===== src/rtl/wq_pkg.sv =====
package wq_pkg;
  typedef enum logic [1:0] {
    WA_IDLE  = 2'd0,
    WA_MERGE = 2'd1,
    WA_ALLOC = 2'd2
  } wr_act_e;
endpackage


===== src/rtl/wq_tag_cam.sv =====
module wq_tag_cam #(
  parameter int DEPTH = 4,
  parameter int TAG_W = 29,
  parameter int IDX_W = 2
) (
  input  logic [DEPTH-1:0]            valid,
  input  logic [DEPTH-1:0][TAG_W-1:0] tags,
  input  logic [TAG_W-1:0]            key,
  output logic [DEPTH-1:0]            hit_vec,
  output logic                        hit,
  output logic [IDX_W-1:0]            hit_idx
);
  for (genvar g = 0; g < DEPTH; g++) begin : g_cmp
    assign hit_vec[g] = valid[g] && (tags[g] == key);
  end

  always_comb begin
    hit_idx = '0;
    for (int i = 0; i < DEPTH; i++) begin
      if (hit_vec[i]) hit_idx = IDX_W'(i);
    end
  end

  assign hit = |hit_vec;
endmodule


===== src/rtl/wq_span.sv =====
module wq_span #(
  parameter int BURST_BYTES = 8,
  parameter int OFF_W = 3
) (
  input  logic [BURST_BYTES-1:0] be,
  output logic [OFF_W-1:0]       lo,
  output logic [OFF_W-1:0]       hi
);
  always_comb begin
    lo = '0;
    for (int i = BURST_BYTES - 1; i >= 0; i--) begin
      if (be[i]) lo = OFF_W'(i);
    end
  end

  always_comb begin
    hi = '0;
    for (int i = 0; i < BURST_BYTES; i++) begin
      if (be[i]) hi = OFF_W'(i);
    end
  end
endmodule


===== src/rtl/wq_burst_buffer.sv =====
module wq_burst_buffer
  import wq_pkg::*;
#(
  parameter int ADDR_W      = 32,
  parameter int BURST_BYTES = 8,
  parameter int DEPTH       = 4,
  parameter int CNT_W       = 16,
  localparam int OFF_W  = $clog2(BURST_BYTES),
  localparam int SIZE_W = OFF_W + 1,
  localparam int DATA_W = 8 * BURST_BYTES,
  localparam int OCC_W  = $clog2(DEPTH + 1)
) (
  input  logic                   clk,
  input  logic                   rst,
  input  logic                   wr_valid,
  output logic                   wr_ready,
  input  logic [ADDR_W-1:0]      wr_addr,
  input  logic [SIZE_W-1:0]      wr_size,
  input  logic [DATA_W-1:0]      wr_data,
  input  logic                   rd_valid,
  input  logic [ADDR_W-1:0]      rd_addr,
  input  logic [SIZE_W-1:0]      rd_size,
  output logic                   rd_resp_valid,
  output logic                   rd_resp_hit,
  output logic                   drain_valid,
  input  logic                   drain_ready,
  output logic [ADDR_W-1:0]      drain_addr,
  output logic [BURST_BYTES-1:0] drain_be,
  output logic [DATA_W-1:0]      drain_data,
  output logic [OCC_W-1:0]       occupancy,
  output logic [CNT_W-1:0]       merged_cnt,
  output logic [CNT_W-1:0]       rd_served_cnt,
  output logic [CNT_W-1:0]       rd_served_bytes
);
  localparam int TAG_W = ADDR_W - OFF_W;
  localparam int IDX_W = (DEPTH > 1) ? $clog2(DEPTH) : 1;
  localparam int END_W = OFF_W + 2;

  if ((BURST_BYTES < 2) || ((BURST_BYTES & (BURST_BYTES - 1)) != 0)) begin : g_bad_burst
    $error("BURST_BYTES must be a power of two and at least 2");
  end

  logic [DEPTH-1:0][TAG_W-1:0] tag_q;
  logic [DEPTH-1:0]            vld_q;
  logic [BURST_BYTES-1:0]      be_q   [DEPTH];
  logic [DATA_W-1:0]           data_q [DEPTH];
  logic [IDX_W-1:0]            head_q, tail_q;
  logic [OCC_W-1:0]            occ_q;

  function automatic logic [IDX_W-1:0] ptr_next(input logic [IDX_W-1:0] p);
    return (p == IDX_W'(DEPTH - 1)) ? '0 : p + IDX_W'(1);
  endfunction

  // write-side lookup
  logic [TAG_W-1:0] w_key;
  logic [DEPTH-1:0] w_hit_vec;
  logic             w_hit;
  logic [IDX_W-1:0] w_idx;
  assign w_key = wr_addr[ADDR_W-1:OFF_W];

  wq_tag_cam #(.DEPTH(DEPTH), .TAG_W(TAG_W), .IDX_W(IDX_W)) u_wcam (
    .valid(vld_q), .tags(tag_q), .key(w_key),
    .hit_vec(w_hit_vec), .hit(w_hit), .hit_idx(w_idx)
  );

  logic    pop, full, merge_ok, wr_fire;
  wr_act_e act;
  assign pop      = drain_ready && (occ_q != '0);
  assign full     = (occ_q == OCC_W'(DEPTH));
  // a drain of the head wins over a merge into it
  assign merge_ok = w_hit && !(pop && (w_idx == head_q));
  assign wr_ready = merge_ok || !full || pop;
  assign wr_fire  = wr_valid && wr_ready;

  always_comb begin
    if (!wr_fire)      act = WA_IDLE;
    else if (merge_ok) act = WA_MERGE;
    else               act = WA_ALLOC;
  end

  logic [BURST_BYTES-1:0] wr_be;
  logic [DATA_W-1:0]      wr_data_m;
  always_comb begin
    for (int i = 0; i < BURST_BYTES; i++) begin
      wr_be[i] = (i >= int'(wr_addr[OFF_W-1:0])) &&
                 (i < int'(wr_addr[OFF_W-1:0]) + int'(wr_size));
      wr_data_m[8*i +: 8] = wr_be[i] ? wr_data[8*i +: 8] : 8'h00;
    end
  end

  // read-side lookup
  logic [TAG_W-1:0] r_key;
  logic [DEPTH-1:0] r_hit_vec;
  logic             r_hit;
  logic [IDX_W-1:0] r_idx;
  logic [OFF_W-1:0] r_lo, r_hi;
  logic [END_W-1:0] r_end, span_end;
  logic             r_cover;
  assign r_key = rd_addr[ADDR_W-1:OFF_W];

  wq_tag_cam #(.DEPTH(DEPTH), .TAG_W(TAG_W), .IDX_W(IDX_W)) u_rcam (
    .valid(vld_q), .tags(tag_q), .key(r_key),
    .hit_vec(r_hit_vec), .hit(r_hit), .hit_idx(r_idx)
  );

  wq_span #(.BURST_BYTES(BURST_BYTES), .OFF_W(OFF_W)) u_span (
    .be(be_q[r_idx]), .lo(r_lo), .hi(r_hi)
  );

  assign r_end    = END_W'(rd_addr[OFF_W-1:0]) + END_W'(rd_size);
  assign span_end = END_W'(r_hi) + END_W'(1);
  assign r_cover  = rd_valid && r_hit && (rd_addr[OFF_W-1:0] >= r_lo) && (r_end <= span_end);

  // control state
  always_ff @(posedge clk) begin
    if (rst) begin
      vld_q           <= '0;
      head_q          <= '0;
      tail_q          <= '0;
      occ_q           <= '0;
      merged_cnt      <= '0;
      rd_served_cnt   <= '0;
      rd_served_bytes <= '0;
      rd_resp_valid   <= 1'b0;
      rd_resp_hit     <= 1'b0;
    end else begin
      if (pop) begin
        vld_q[head_q] <= 1'b0;
        head_q        <= ptr_next(head_q);
      end
      if (act == WA_ALLOC) begin
        vld_q[tail_q] <= 1'b1;
        tag_q[tail_q] <= w_key;
        tail_q        <= ptr_next(tail_q);
      end
      if (act == WA_MERGE) merged_cnt <= merged_cnt + CNT_W'(1);
      occ_q <= occ_q + OCC_W'(act == WA_ALLOC) - OCC_W'(pop);
      rd_resp_valid <= rd_valid;
      rd_resp_hit   <= r_cover;
      if (r_cover) begin
        rd_served_cnt   <= rd_served_cnt + CNT_W'(1);
        rd_served_bytes <= rd_served_bytes + CNT_W'(BURST_BYTES);
      end
    end
  end

  // entry payload, no reset
  always_ff @(posedge clk) begin
    if (act == WA_ALLOC) begin
      be_q[tail_q]   <= wr_be;
      data_q[tail_q] <= wr_data_m;
    end else if (act == WA_MERGE) begin
      be_q[w_idx] <= be_q[w_idx] | wr_be;
      for (int b = 0; b < BURST_BYTES; b++) begin
        if (wr_be[b]) data_q[w_idx][8*b +: 8] <= wr_data[8*b +: 8];
      end
    end
  end

  assign drain_valid = (occ_q != '0);
  assign drain_addr  = {tag_q[head_q], {OFF_W{1'b0}}};
  assign drain_be    = be_q[head_q];
  assign drain_data  = data_q[head_q];
  assign occupancy   = occ_q;

  AST_OCC_BOUND: assert property (@(posedge clk) disable iff (rst)
    occ_q <= OCC_W'(DEPTH));
  AST_TAG_UNIQUE_W: assert property (@(posedge clk) disable iff (rst)
    $onehot0(w_hit_vec));
  AST_TAG_UNIQUE_R: assert property (@(posedge clk) disable iff (rst)
    $onehot0(r_hit_vec));
  AST_VALID_EQ_OCC: assert property (@(posedge clk) disable iff (rst)
    $countones(vld_q) == int'(occ_q));
  AST_MERGE_KEEPS_OCC: assert property (@(posedge clk) disable iff (rst)
    (act == WA_MERGE) && !pop |=> occ_q == $past(occ_q));
  AST_ALLOC_GROWS: assert property (@(posedge clk) disable iff (rst)
    (act == WA_ALLOC) && !pop |=> occ_q == $past(occ_q) + OCC_W'(1));
  AST_DRAIN_SHRINKS: assert property (@(posedge clk) disable iff (rst)
    pop && (act != WA_ALLOC) |=> occ_q == $past(occ_q) - OCC_W'(1));
  AST_FULL_STALL: assert property (@(posedge clk) disable iff (rst)
    wr_valid && full && !w_hit && !drain_ready |-> !wr_ready);
  AST_RESP_FOLLOWS: assert property (@(posedge clk) disable iff (rst)
    rd_valid |=> rd_resp_valid);
endmodule


===== config.mk =====
export PLATFORM = sky130hd
export DESIGN_NAME = wq_burst_buffer
export DESIGN_NICKNAME = d
export VERILOG_FILES = /design/src/rtl/wq_pkg.sv /design/src/rtl/wq_tag_cam.sv /design/src/rtl/wq_span.sv /design/src/rtl/wq_burst_buffer.sv
export SDC_FILE = /design/constraint.sdc
export NUM_CORES = 1
export LEC_CHECK = 0
export BUFFER_PORTS_ARGS = -buffer_cell sky130_fd_sc_hd__buf_2
export CAP_MARGIN = 20
export CORE_MARGIN = 5
export CORE_UTILIZATION = 35
export CTS_BUF_LIST = sky130_fd_sc_hd__clkbuf_4 sky130_fd_sc_hd__clkbuf_8 sky130_fd_sc_hd__clkbuf_16
export DETAILED_ROUTE_END_ITERATION = 16
export HOLD_SLACK_MARGIN = 0.15
export SLEW_MARGIN = 20
export SYNTH_ARGS = -nofsm -noshare
export SYNTH_HDL_FRONTEND = slang
export SYNTH_SLANG_ARGS = --single-unit

===== constraint.sdc =====
create_clock -name clk -period 6.38 [get_ports clk]
set_input_delay 0.638 -clock clk [delete_from_list [all_inputs] [get_ports clk]]
set_output_delay 0.638 -clock clk [all_outputs]
set_load 0.05 [all_outputs]

* After elaboration in Yosys (flattened, before gate mapping) *
Memory sizes are Yosys's and may differ from the RTL's. A register that Yosys moved wholly into a read port is not among the register bits.
Index checks and enable logic that the tools add are counted.

word-level totals
  flip-flop bits (word level) = 177
  memories kept = 2
  bits in writable memories = 288
  output and inout bits = 159

memories
  name    depth  bits a word  read ports  clocked after memory_dff  wr ports  line                   source
  data_q  4      64           1           1                         1         wq_burst_buffer.sv:46  logic [DATA_W-1:0] data_q [DEPTH];
  be_q    4      8            3           1                         1         wq_burst_buffer.sv:45  logic [BURST_BYTES-1:0] be_q [DEPTH];

cells by class
  mux-type cells = 92
  equality and inequality tests = 14
  reductions and logical operators = 34
  add/sub/neg operators = 10
  bitwise gates (word level) = 5
  order comparisons = 21

operators with widths
  operator                 number
  $eq A29 B29 Y1           8
  $bwmux W116              1
  $lt A4 B32 Y1 const A    3
  $mux W8                  10
  $lt A3 B32 Y1 const A    2
  $mux W64                 1
  $reduce_or A64 Y1        1
  $bmux W29 S2             1
  $demux W29 S2            1
  $mux W29                 2
  $mux W1                  43
  $mux W3                  12
  $add A16 B1 Y16 const B  2
  $lt A1 B32 Y1 const A    1
  $lt A2 B32 Y1 const A    1
  $mux W2                  16
  $logic_and A1 B1 Y1      24
  $add A16 B4 Y16 const B  1
  $mux W4                  3
  $add A3 B4 Y5            2
  $ge A3 B3 Y1 const A     3
  $or A8 B8 Y8             1
  $reduce_or A4 Y1         2
  $reduce_or A8 Y1         1
  24 further kinds         34

* Logic depth before layout (Yosys ltp) *
Gate-level depths: netlist of run 1.

  depth in word-level cells = 19
  depth in mapped cells = 22
  depth with buffers taken out = 19

* Cells and area by module *
From an unflattened synthesis of run 1, not the netlist that was laid out.

second synthesis, totals
  cell total of the unflattened synthesis = 1,460
  area, all modules = 21,953.6 um^2

by module, submodules not included
  module           times used  area an instance (um^2)  cells each
  wq_burst_buffer  1           19,219.7                 1,111
  wq_tag_cam       2           1,312.5                  165
  wq_span          1           108.9                    19

* Worst setup path after synthesis of run 1 *
Ideal clock, no wire load.

  kind = input-to-reg
  from = input port rd_addr[3]
  to = register rd_served_cnt[5]
  path slack = 1,069 ps
  stages on the path = 22
  data arrival time = 5,241 ps
  required time = 6,310 ps
  cells stage by stage = buf_2 xnor2_1 nand4_1 or4_4 or2_1 buf_6 and2_4 a221oi_1 a21o_1 o211ai_1 ha_1 inv_1 ha_1 nor2b_1 o21a_1 o21a_1 o21a_1 or2_2 or2_1 buf_6 or4_1 a21oi_1

on the way
  longest elaborated chain between the ends = 17
  elaborated cells between the ends (all ways) = 34
  classes of those cells = add/sub: 1; order compare: 2; eq/ne: 4; mux: 18; reduce/logical: 8; memory: 1

ends and longest elaborated chain
  element                                                 line                    source
  start, declared                                         wq_burst_buffer.sv:21   input logic [ADDR_W-1:0] rd_addr,
  branches (longest 16 deep; another with $mem_v2 Z4 W8)  n/a
  $logic_and A1 B1 Y1 (*)                                 wq_burst_buffer.sv:112  assign r_cover = rd_valid && r_hit && (rd_addr[OFF_W-1:0] >= r_lo) && (r_end <= span_end);
  end signal, assigned                                    wq_burst_buffer.sv:141  rd_served_cnt <= rd_served_cnt + CNT_W'(1);
  end, declared                                           wq_burst_buffer.sv:32   output logic [CNT_W-1:0] rd_served_cnt,

Every way passes the cells marked *.
A chain may end at the register's enable or synchronous reset.

* Worst setup path after layout of run 1 *
  from = register tag_q[91] in the netlist's numbering
  to = register rd_served_cnt[15]

on the way
  longest elaborated chain between the ends = 15
  elaborated cells between the ends (all ways) = 26
  classes of those cells = add/sub: 1; order compare: 2; eq/ne: 1; mux: 16; reduce/logical: 5; memory: 1

ends and longest elaborated chain
  element                                                 line                    source
  start, declared                                         wq_burst_buffer.sv:43   logic [DEPTH-1:0][TAG_W-1:0] tag_q;
  start signal, assigned by index                         wq_burst_buffer.sv:133  tag_q[tail_q] <= w_key;
  $eq A29 B29 Y1 (*)                                      wq_tag_cam.sv:14        assign hit_vec[g] = valid[g] && (tags[g] == key);
  $logic_and A1 B1 Y1 (*)                                 wq_tag_cam.sv:14
  branches (longest 12 deep; another with $mem_v2 Z4 W8)  n/a
  $logic_and A1 B1 Y1 (*)                                 wq_burst_buffer.sv:112

Marks and branches as above.

==> results of run 1 <==
-- worst reg2reg max path, cell delays in order (launching register included) --
cell and delay [ps]:
edfxtp_1 460, xnor2_1 460, nand4_1 200, or4_4 600, or2_1 370, and2_4 230
a221oi_1 510, a21o_1 150, o211ai_1 90, ha_1 300, inv_1 50, ha_1 280
nor2b_1 130, o21a_1 160, o21a_1 160, o21a_1 200, or2_2 360, nor4_4 450
and3_1 220, mux2_2 320
-- layer usage --
metal  up-vias  share of wire [%]
met5         -              0.017
met4         2                3.9
met3       140                6.7
met2       616                 50
met1      7963                 39
li1       7004                  -
-- worst max-delay path by stage --
| stage | cells past startpoint | end | start | slack, ps |
|---|---|---|---|---|
| after floorplan | 22 | rd_served_cnt[5] | rd_addr[3] | 1070 |
| after global placement | 20 | rd_served_cnt[15] | rd_addr[12] | 370 |
| after detailed placement | 20 | rd_served_cnt[15] | rd_addr[12] | 360 |
| after CTS | 19 | rd_served_cnt[15] | tag_q[96] | 600 |
| after global routing | 19 | rd_served_cnt[15] | tag_q[96] | 220 |
| final | 19 | rd_served_cnt[15] | tag_q[91] | 550 |
-- cell type report --
cell class	instances	area [µm²]
Antenna cell	7	17.52
Clock buffer	73	1438
Clock inverter	16	217.7
Fill cell	6141	38620
Inverter	24	90.09
Multi-Input combinational cell	1088	9366
Sequential cell	464	13340
Tap cell	864	1081
Timing Repair Buffer	338	1804
-- state kept, by name, summed over array words and instances (netlist names), named ones only --
signal / cells
be_q: 32
data_q: 256
head_q: 2
merged_cnt: 16
occupancy: 3
rd_resp_hit: 1
rd_resp_valid: 1
rd_served_bytes: 13
rd_served_cnt: 16
tag_q: 116
tail_q: 2
vld_q: 4
-- Yosys cell counts, types with 16 or more instances --
cell | number | area share (%)
clkbuf_1 | 61 | 0.98
xor2_1 | 19 | 0.71
xnor2_1 | 214 | 8.0
mux2_2 | 18 | 0.87
nand3_1 | 23 | 0.49
o21a_1 | 54 | 1.7
mux2i_1 | 17 | 0.73
dfxtp_1 | 60 | 5.1
nor2b_1 | 39 | 1.0
mux4_2 | 101 | 9.7
nand4_1 | 118 | 3.2
ha_1 | 27 | 1.4
nand2_1 | 69 | 1.1
edfxtp_1 | 404 | 52
nor4_1 | 28 | 0.75
and2_1 | 21 | 0.56
inv_1 | 22 | 0.35
a21oi_1 | 33 | 0.71
nor3_1 | 16 | 0.34
nor2_1 | 91 | 1.5
o21ai_0 | 24 | 0.51
buf_2 | 21 | 0.45
-- stage by stage --
| stage | util [%] | hold slack [ps] | std cells | worst slack [ps] | power, mW |
|---|---|---|---|---|---|
| after floorplan | - | 528.2 | 1697 | 1069 | 5.511 |
| after global placement | 38.93 | 479.7 | 2778 | 365.7 | 6.200 |
| after detailed placement | 38.93 | 487.1 | 2778 | 355.7 | 6.220 |
| after CTS | 41.43 | 285.0 | 2867 | 603.2 | 9.129 |
| after global routing | 41.45 | 307.7 | 2872 | 223.7 | 9.377 |
| final | 41.46 | 304.3 | 2874 | 545.2 | 9.020 |
-- power groups by stage --
stage / Clock, mW / Combinational (mW) / Sequential, mW
finish: 2.88 / 2.46 / 3.67
global route: 3.09 / 2.59 / 3.70
CTS: 2.96 / 2.49 / 3.68
detailed placement: 0 / 2.48 / 3.74
global placement: 0 / 2.47 / 3.73
floorplan: 0 / 1.85 / 3.66
-- logic make-up after synthesis --
family          after synthesis
simple gates                489
other cells                   1
xor+xnor                    242
fa+ha+maj                    30
buf+inv                     145
mux                         138
flops                       464
compound gates              183
==> flow_metrics.env, run 1 <==
export IMPL_grt_usage_pct=20.21
export IMPL_ys_seq_area_share_pct=57.02
export IMPL_final_cell_mix="404 x edfxtp_1, 293 x buf_2, 214 x xnor2_1"
export IMPL_grt_pass1_vias=15850
export IMPL_max_freq_mhz=171.4
export IMPL_reg2reg_from="tag_q[91]"
export IMPL_ios=300
export IMPL_clockRootBuffer="clkbuf_16"
export IMPL_end_kind="register"
export IMPL_core_mm2=0.06598
export IMPL_p_clk_share_pct=32.0
export IMPL_holdPathStages=2
export IMPL_first_iter_violations=1137
export IMPL_critPathRequiredTime_ps=6860
export IMPL_gp_routability_congestion=1.031
export IMPL_synth_simple_area_share_pct=11.73
export IMPL_ant_nets=0
export IMPL_fp_dieH_um=268.5
export IMPL_hold_viol=0
export IMPL_drc=0
export IMPL_grt_ovfl_total=0
export IMPL_slew_headroom_pct=32.87
export IMPL_syn_inst=1692
export IMPL_sw_frac_of_total_pct=33.67
export IMPL_synth_xor_area_share_pct=9.353
export IMPL_p_int_mw=5.982
export IMPL_worstSetupPathType="register to register"
export IMPL_crit_fanout=10
export IMPL_fin_skew_ps=33.22
export IMPL_comb_power_share_pct=27.3
export IMPL_numPortBuffers=293
export IMPL_arrival_ps=6310
export IMPL_drv_cap=0
export IMPL_rows=94
export IMPL_synth_edff_count=404
export IMPL_cp_top_family="simple AND/OR/NAND/NOR gates"
export IMPL_first_pass_iters=6
export IMPL_switchingPower_mw=3.037
export IMPL_clock_latency_ps=620
export IMPL_synth_top_family_by_area="simple AND/OR/NAND/NOR gates"
export IMPL_area_growth_pct=16.99
export IMPL_holdPathEnd="rd_resp_valid"
export IMPL_vdd_drop_max_uv=227.0
export IMPL_met2_usage_pct=35.27
export IMPL_drv_slew=0
export IMPL_clockBufferDepth=3
export IMPL_rsz0062_at_grt="no"
export IMPL_yosys_area_share_adder_pct=1.702
export IMPL_setup_viol=0
export IMPL_grt_use_met3_pct=4.051
export IMPL_path_cells="xnor2_1 > nand4_1 > or4_4 > or2_1 > and2_4 > a221oi_1 > a21o_1 > o211ai_1 > ha_1 > inv_1 > ha_1 > nor2b_1 > o21a_1 > o21a_1 > o21a_1 > or2_2 > nor4_4 > and3_1 > mux2_2"
export IMPL_pwr_share_seq_pct=40.7
export IMPL_r2r_slack_ps=550
export IMPL_worstMarginPinSlew_ps=997.7
export IMPL_synth_compound_area_share_pct=5.672
export IMPL_fin_area_mm2=0.02736
export IMPL_clkTransAtPathRegs_ps=60
export IMPL_grt_antenna_before_repair=12
export IMPL_htree_levels=2
export IMPL_muxShareOfSynthArea_pct=11.45
export IMPL_timing_rr_end="rd_served_cnt[15]"
export IMPL_period_share_pct=91.45
export IMPL_async_flop_share_pct=0
export IMPL_start_util_pct=35.44
export IMPL_ys_types=89
export IMPL_synth_warning_count=0
export IMPL_gr_max_usage_layer="met2"
export IMPL_max_stage_delay_ps=600
export IMPL_numClockSinks=464
export IMPL_cts_tree="built"
export IMPL_hp_class="input pin to register"
export IMPL_place_area_mm2=0.02568
export IMPL_fin_crit_ps=5835
export IMPL_grt_max_degree=88
export IMPL_cp_start_kind="register"
export IMPL_p_leak_nw=9.459
export IMPL_grt_pass1_wl_um=108000
export IMPL_cts_resized=0
export IMPL_mostFrequentLayoutCell="edfxtp_1"
export IMPL_wl_um=75140
export IMPL_syn_area_mm2=0.02338
export IMPL_cts_hold_buf=0
export IMPL_crit_path_frequent_cell="o21a_1"
export IMPL_numCtsBuffers=49
export IMPL_status="completed"
export IMPL_drive_gt1_share_pct=29.51
export IMPL_dieArea_mm2=0.07208
export IMPL_ys_ff_latch=464
export IMPL_wl_per_cell_um=26.14
export IMPL_vias=15730
export IMPL_dp_hpwl_um=56910
export IMPL_r2r_cells=19
export IMPL_cts_setup_buffers=0
export IMPL_vias_per_cell=5.471
export IMPL_avgSynthCellArea_um2=13.82
export IMPL_critPathSlowestCell="or4_4"
export IMPL_fin_nets=2136
export IMPL_powerDensity_mw_per_mm2=329.7
export IMPL_worstHoldStart="rd_valid"
export IMPL_crit_buf_inv=1
export IMPL_grt_met1_usage_pct=25.25
export IMPL_die_w_um=268.5
export IMPL_fin_tns_setup_ps=0
export IMPL_ys_flop_type="edfxtp_1"
No activity file was read; power rests on OpenSTA's default activity.
==> run 2: changes to the inputs <==
Settings changed: CTS_BUF_LIST sky130_fd_sc_hd__clkbuf_4 sky130_fd_sc_hd__clkbuf_8 sky130_fd_sc_hd__clkbuf_16 to sky130_fd_sc_hd__clkbuf_8, CTS_CLUSTER_DIAMETER set to 50.
==> run 2 against run 1 <==
Net effect: routed wire length up 0.35%; sequential share of layout area rose by 0.19 points; final cell count is 2.1% higher; flip-flop and latch count is the same; setup slack better by 12 ps; clock power shrank 10%; global-route usage increased by 0.22 points; total power fell by 3.3%; final area decreased by 0.38%; fmax is 0.21% higher; clock skew fell by 1.3 ps.
==> flow_metrics.env, run 2 (synthesis gave the netlist of run 1 again) <==
export IMPL_status="completed"
export IMPL_layout_setup_ws_ps=557.6
export IMPL_place_area_mm2=0.02568
export IMPL_path_cells="xnor2_1 > nand4_1 > or4_1 > or2_1 > and2_4 > a221oi_1 > a21o_1 > o211ai_1 > ha_1 > inv_1 > ha_1 > nor2b_1 > o21a_1 > o21a_1 > o21a_1 > or2_2 > nor4_4 > and3_1 > mux2_2"
export IMPL_clockBufferDepth=3
export IMPL_ant_nets=0
export IMPL_dieArea_mm2=0.07208
export IMPL_cts_setup_buffers=0
export IMPL_fin_skew_ps=31.96
export IMPL_core_mm2=0.06598
export IMPL_r2r_slack_ps=560
export IMPL_slew_headroom_pct=30.49
export IMPL_area_growth_pct=16.54
export IMPL_top_regs="data_q (256), tag_q (116), be_q (32)"
export IMPL_numCtsBuffers=81
export IMPL_crit_fanout=10
export IMPL_end_kind="register"
export IMPL_worstMarginPinSlew_ps=1033
export IMPL_hold_viol=0
export IMPL_fin_area_mm2=0.02725
export IMPL_whs_ps=253.5
export IMPL_post_place_ws_ps=355.7
export IMPL_reg2reg_from="tag_q[96]"
export IMPL_final_cell_mix="404 x edfxtp_1, 293 x buf_2, 214 x xnor2_1"
export IMPL_vias=15870
export IMPL_rows=94
export IMPL_max_stage_delay_ps=660
export IMPL_drv_cap=0
export IMPL_drc=0
export IMPL_grt_pass1_wl_um=108900
export IMPL_holdPathStages=2
export IMPL_drv_slew=0
export IMPL_largest_reg_flops=256
export IMPL_regMostFlops="data_q"
export IMPL_powerDensity_mw_per_mm2=320.0
export IMPL_holdPathEnd="rd_resp_valid"
export IMPL_crit_path_frequent_cell="o21a_1"
export IMPL_grt_max_degree=88
export IMPL_grt_ovfl_total=0
export IMPL_gp_routability_congestion=1.031
export IMPL_fin_tns_setup_ps=0
export IMPL_cp_top_family="simple AND/OR/NAND/NOR gates"
export IMPL_numPortBuffers=293
export IMPL_fin_crit_ps=5822
export IMPL_cts_tree="built"
export IMPL_r2r_cells=19
export IMPL_start_util_pct=35.44
export IMPL_period_share_pct=91.26
export IMPL_fin_nets=2168
export IMPL_mostFrequentLayoutCell="edfxtp_1"
export IMPL_drive_gt1_share_pct=29.76
export IMPL_vdd_drop_max_uv=180.3
export IMPL_finalPower_mw=8.721
export IMPL_wl_um=75400
export IMPL_multiInputGateArea_mm2=0.009366
export IMPL_arrival_ps=6360
export IMPL_clockRootBuffer="clkbuf_8"
export IMPL_clkTransAtPathRegs_ps=60
export IMPL_die_w_um=268.5
export IMPL_critPathRequiredTime_ps=6910
export IMPL_htree_levels=3
export IMPL_rsz0062_at_grt="no"
export IMPL_timing_rr_end="rd_served_cnt[15]"
export IMPL_cts_hold_buf=0
export IMPL_setup_viol=0
export IMPL_numClockSinks=464
export IMPL_regArea_mm2=0.01334
export IMPL_grt_antenna_before_repair=11
export IMPL_fp_dieH_um=268.5
export IMPL_crit_buf_inv=1
export IMPL_clock_latency_ps=670
export IMPL_vias_per_cell=5.412
export IMPL_first_iter_violations=1113
export IMPL_max_freq_mhz=171.8
export IMPL_cp_start_kind="register"
export IMPL_first_pass_iters=5
export IMPL_p_leak_nw=9.532
export IMPL_dp_hpwl_um=56910
export IMPL_grt_usage_pct=20.43
export IMPL_worstHoldStart="rd_valid"
export IMPL_grt_pass1_vias=16200
export IMPL_ios=300
export IMPL_hp_class="input pin to register"
export IMPL_cts_resized=0
export IMPL_critPathSlowestCell="or4_1"
export IMPL_worstSetupPathType="register to register"
export IMPL_wl_per_cell_um=25.71
export IMPL_num_fill_cells=6196
==> run 2: cell type report <==
class                      count  share of cell area, %
antenna                        6                0.05509
clock buffer                  85                  4.293
clock inverter                64                  1.409
inverter                      24                 0.3306
multi-input combinational   1088                  34.37
sequential                   464                  48.96
tap                          864                  3.967
timing repair buffer         338                  6.620
==> run 2: worst max path at each step <==
stage | from | to | slack [ps] | cells past startpoint
floorplan | rd_addr[3] | rd_served_cnt[5] | 1070 | 22
global placement | rd_addr[12] | rd_served_cnt[15] | 370 | 20
detailed placement | rd_addr[12] | rd_served_cnt[15] | 360 | 20
CTS | tag_q[91] | rd_served_cnt[15] | 630 | 19
global route | tag_q[96] | rd_served_cnt[15] | 240 | 19
finish | tag_q[96] | rd_served_cnt[15] | 560 | 19
==> run 2: power breakdown <==
| part | internal, mW | total (mW) | switching (mW) |
|---|---|---|---|
| sequential | 3.53 | 3.67 | 0.148 |
| clock | 1.34 | 2.59 | 1.25 |
| combinational | 0.763 | 2.46 | 1.70 |
==> run 2: per-stage QoR <==
step           std cells  utilization [%]
6_report            2933            41.30
5_1_grt             2931            41.30
4_1_cts             2927            41.28
3_5_place_dp        2778            38.93
3_3_place_gp        2778            38.93
2_1_floorplan       1697                -
==> run 2: metal layers <==
metal | wire length, µm | vias to the layer above | global-route usage, %
met4 | 2718 | 2 | 7.272
li1 | - | 7090 | -
met3 | 4979 | 140 | 4.343
met1 | 29700 | 8031 | 25.18
met5 | 13 | - | 0
met2 | 37990 | 609 | 35.73
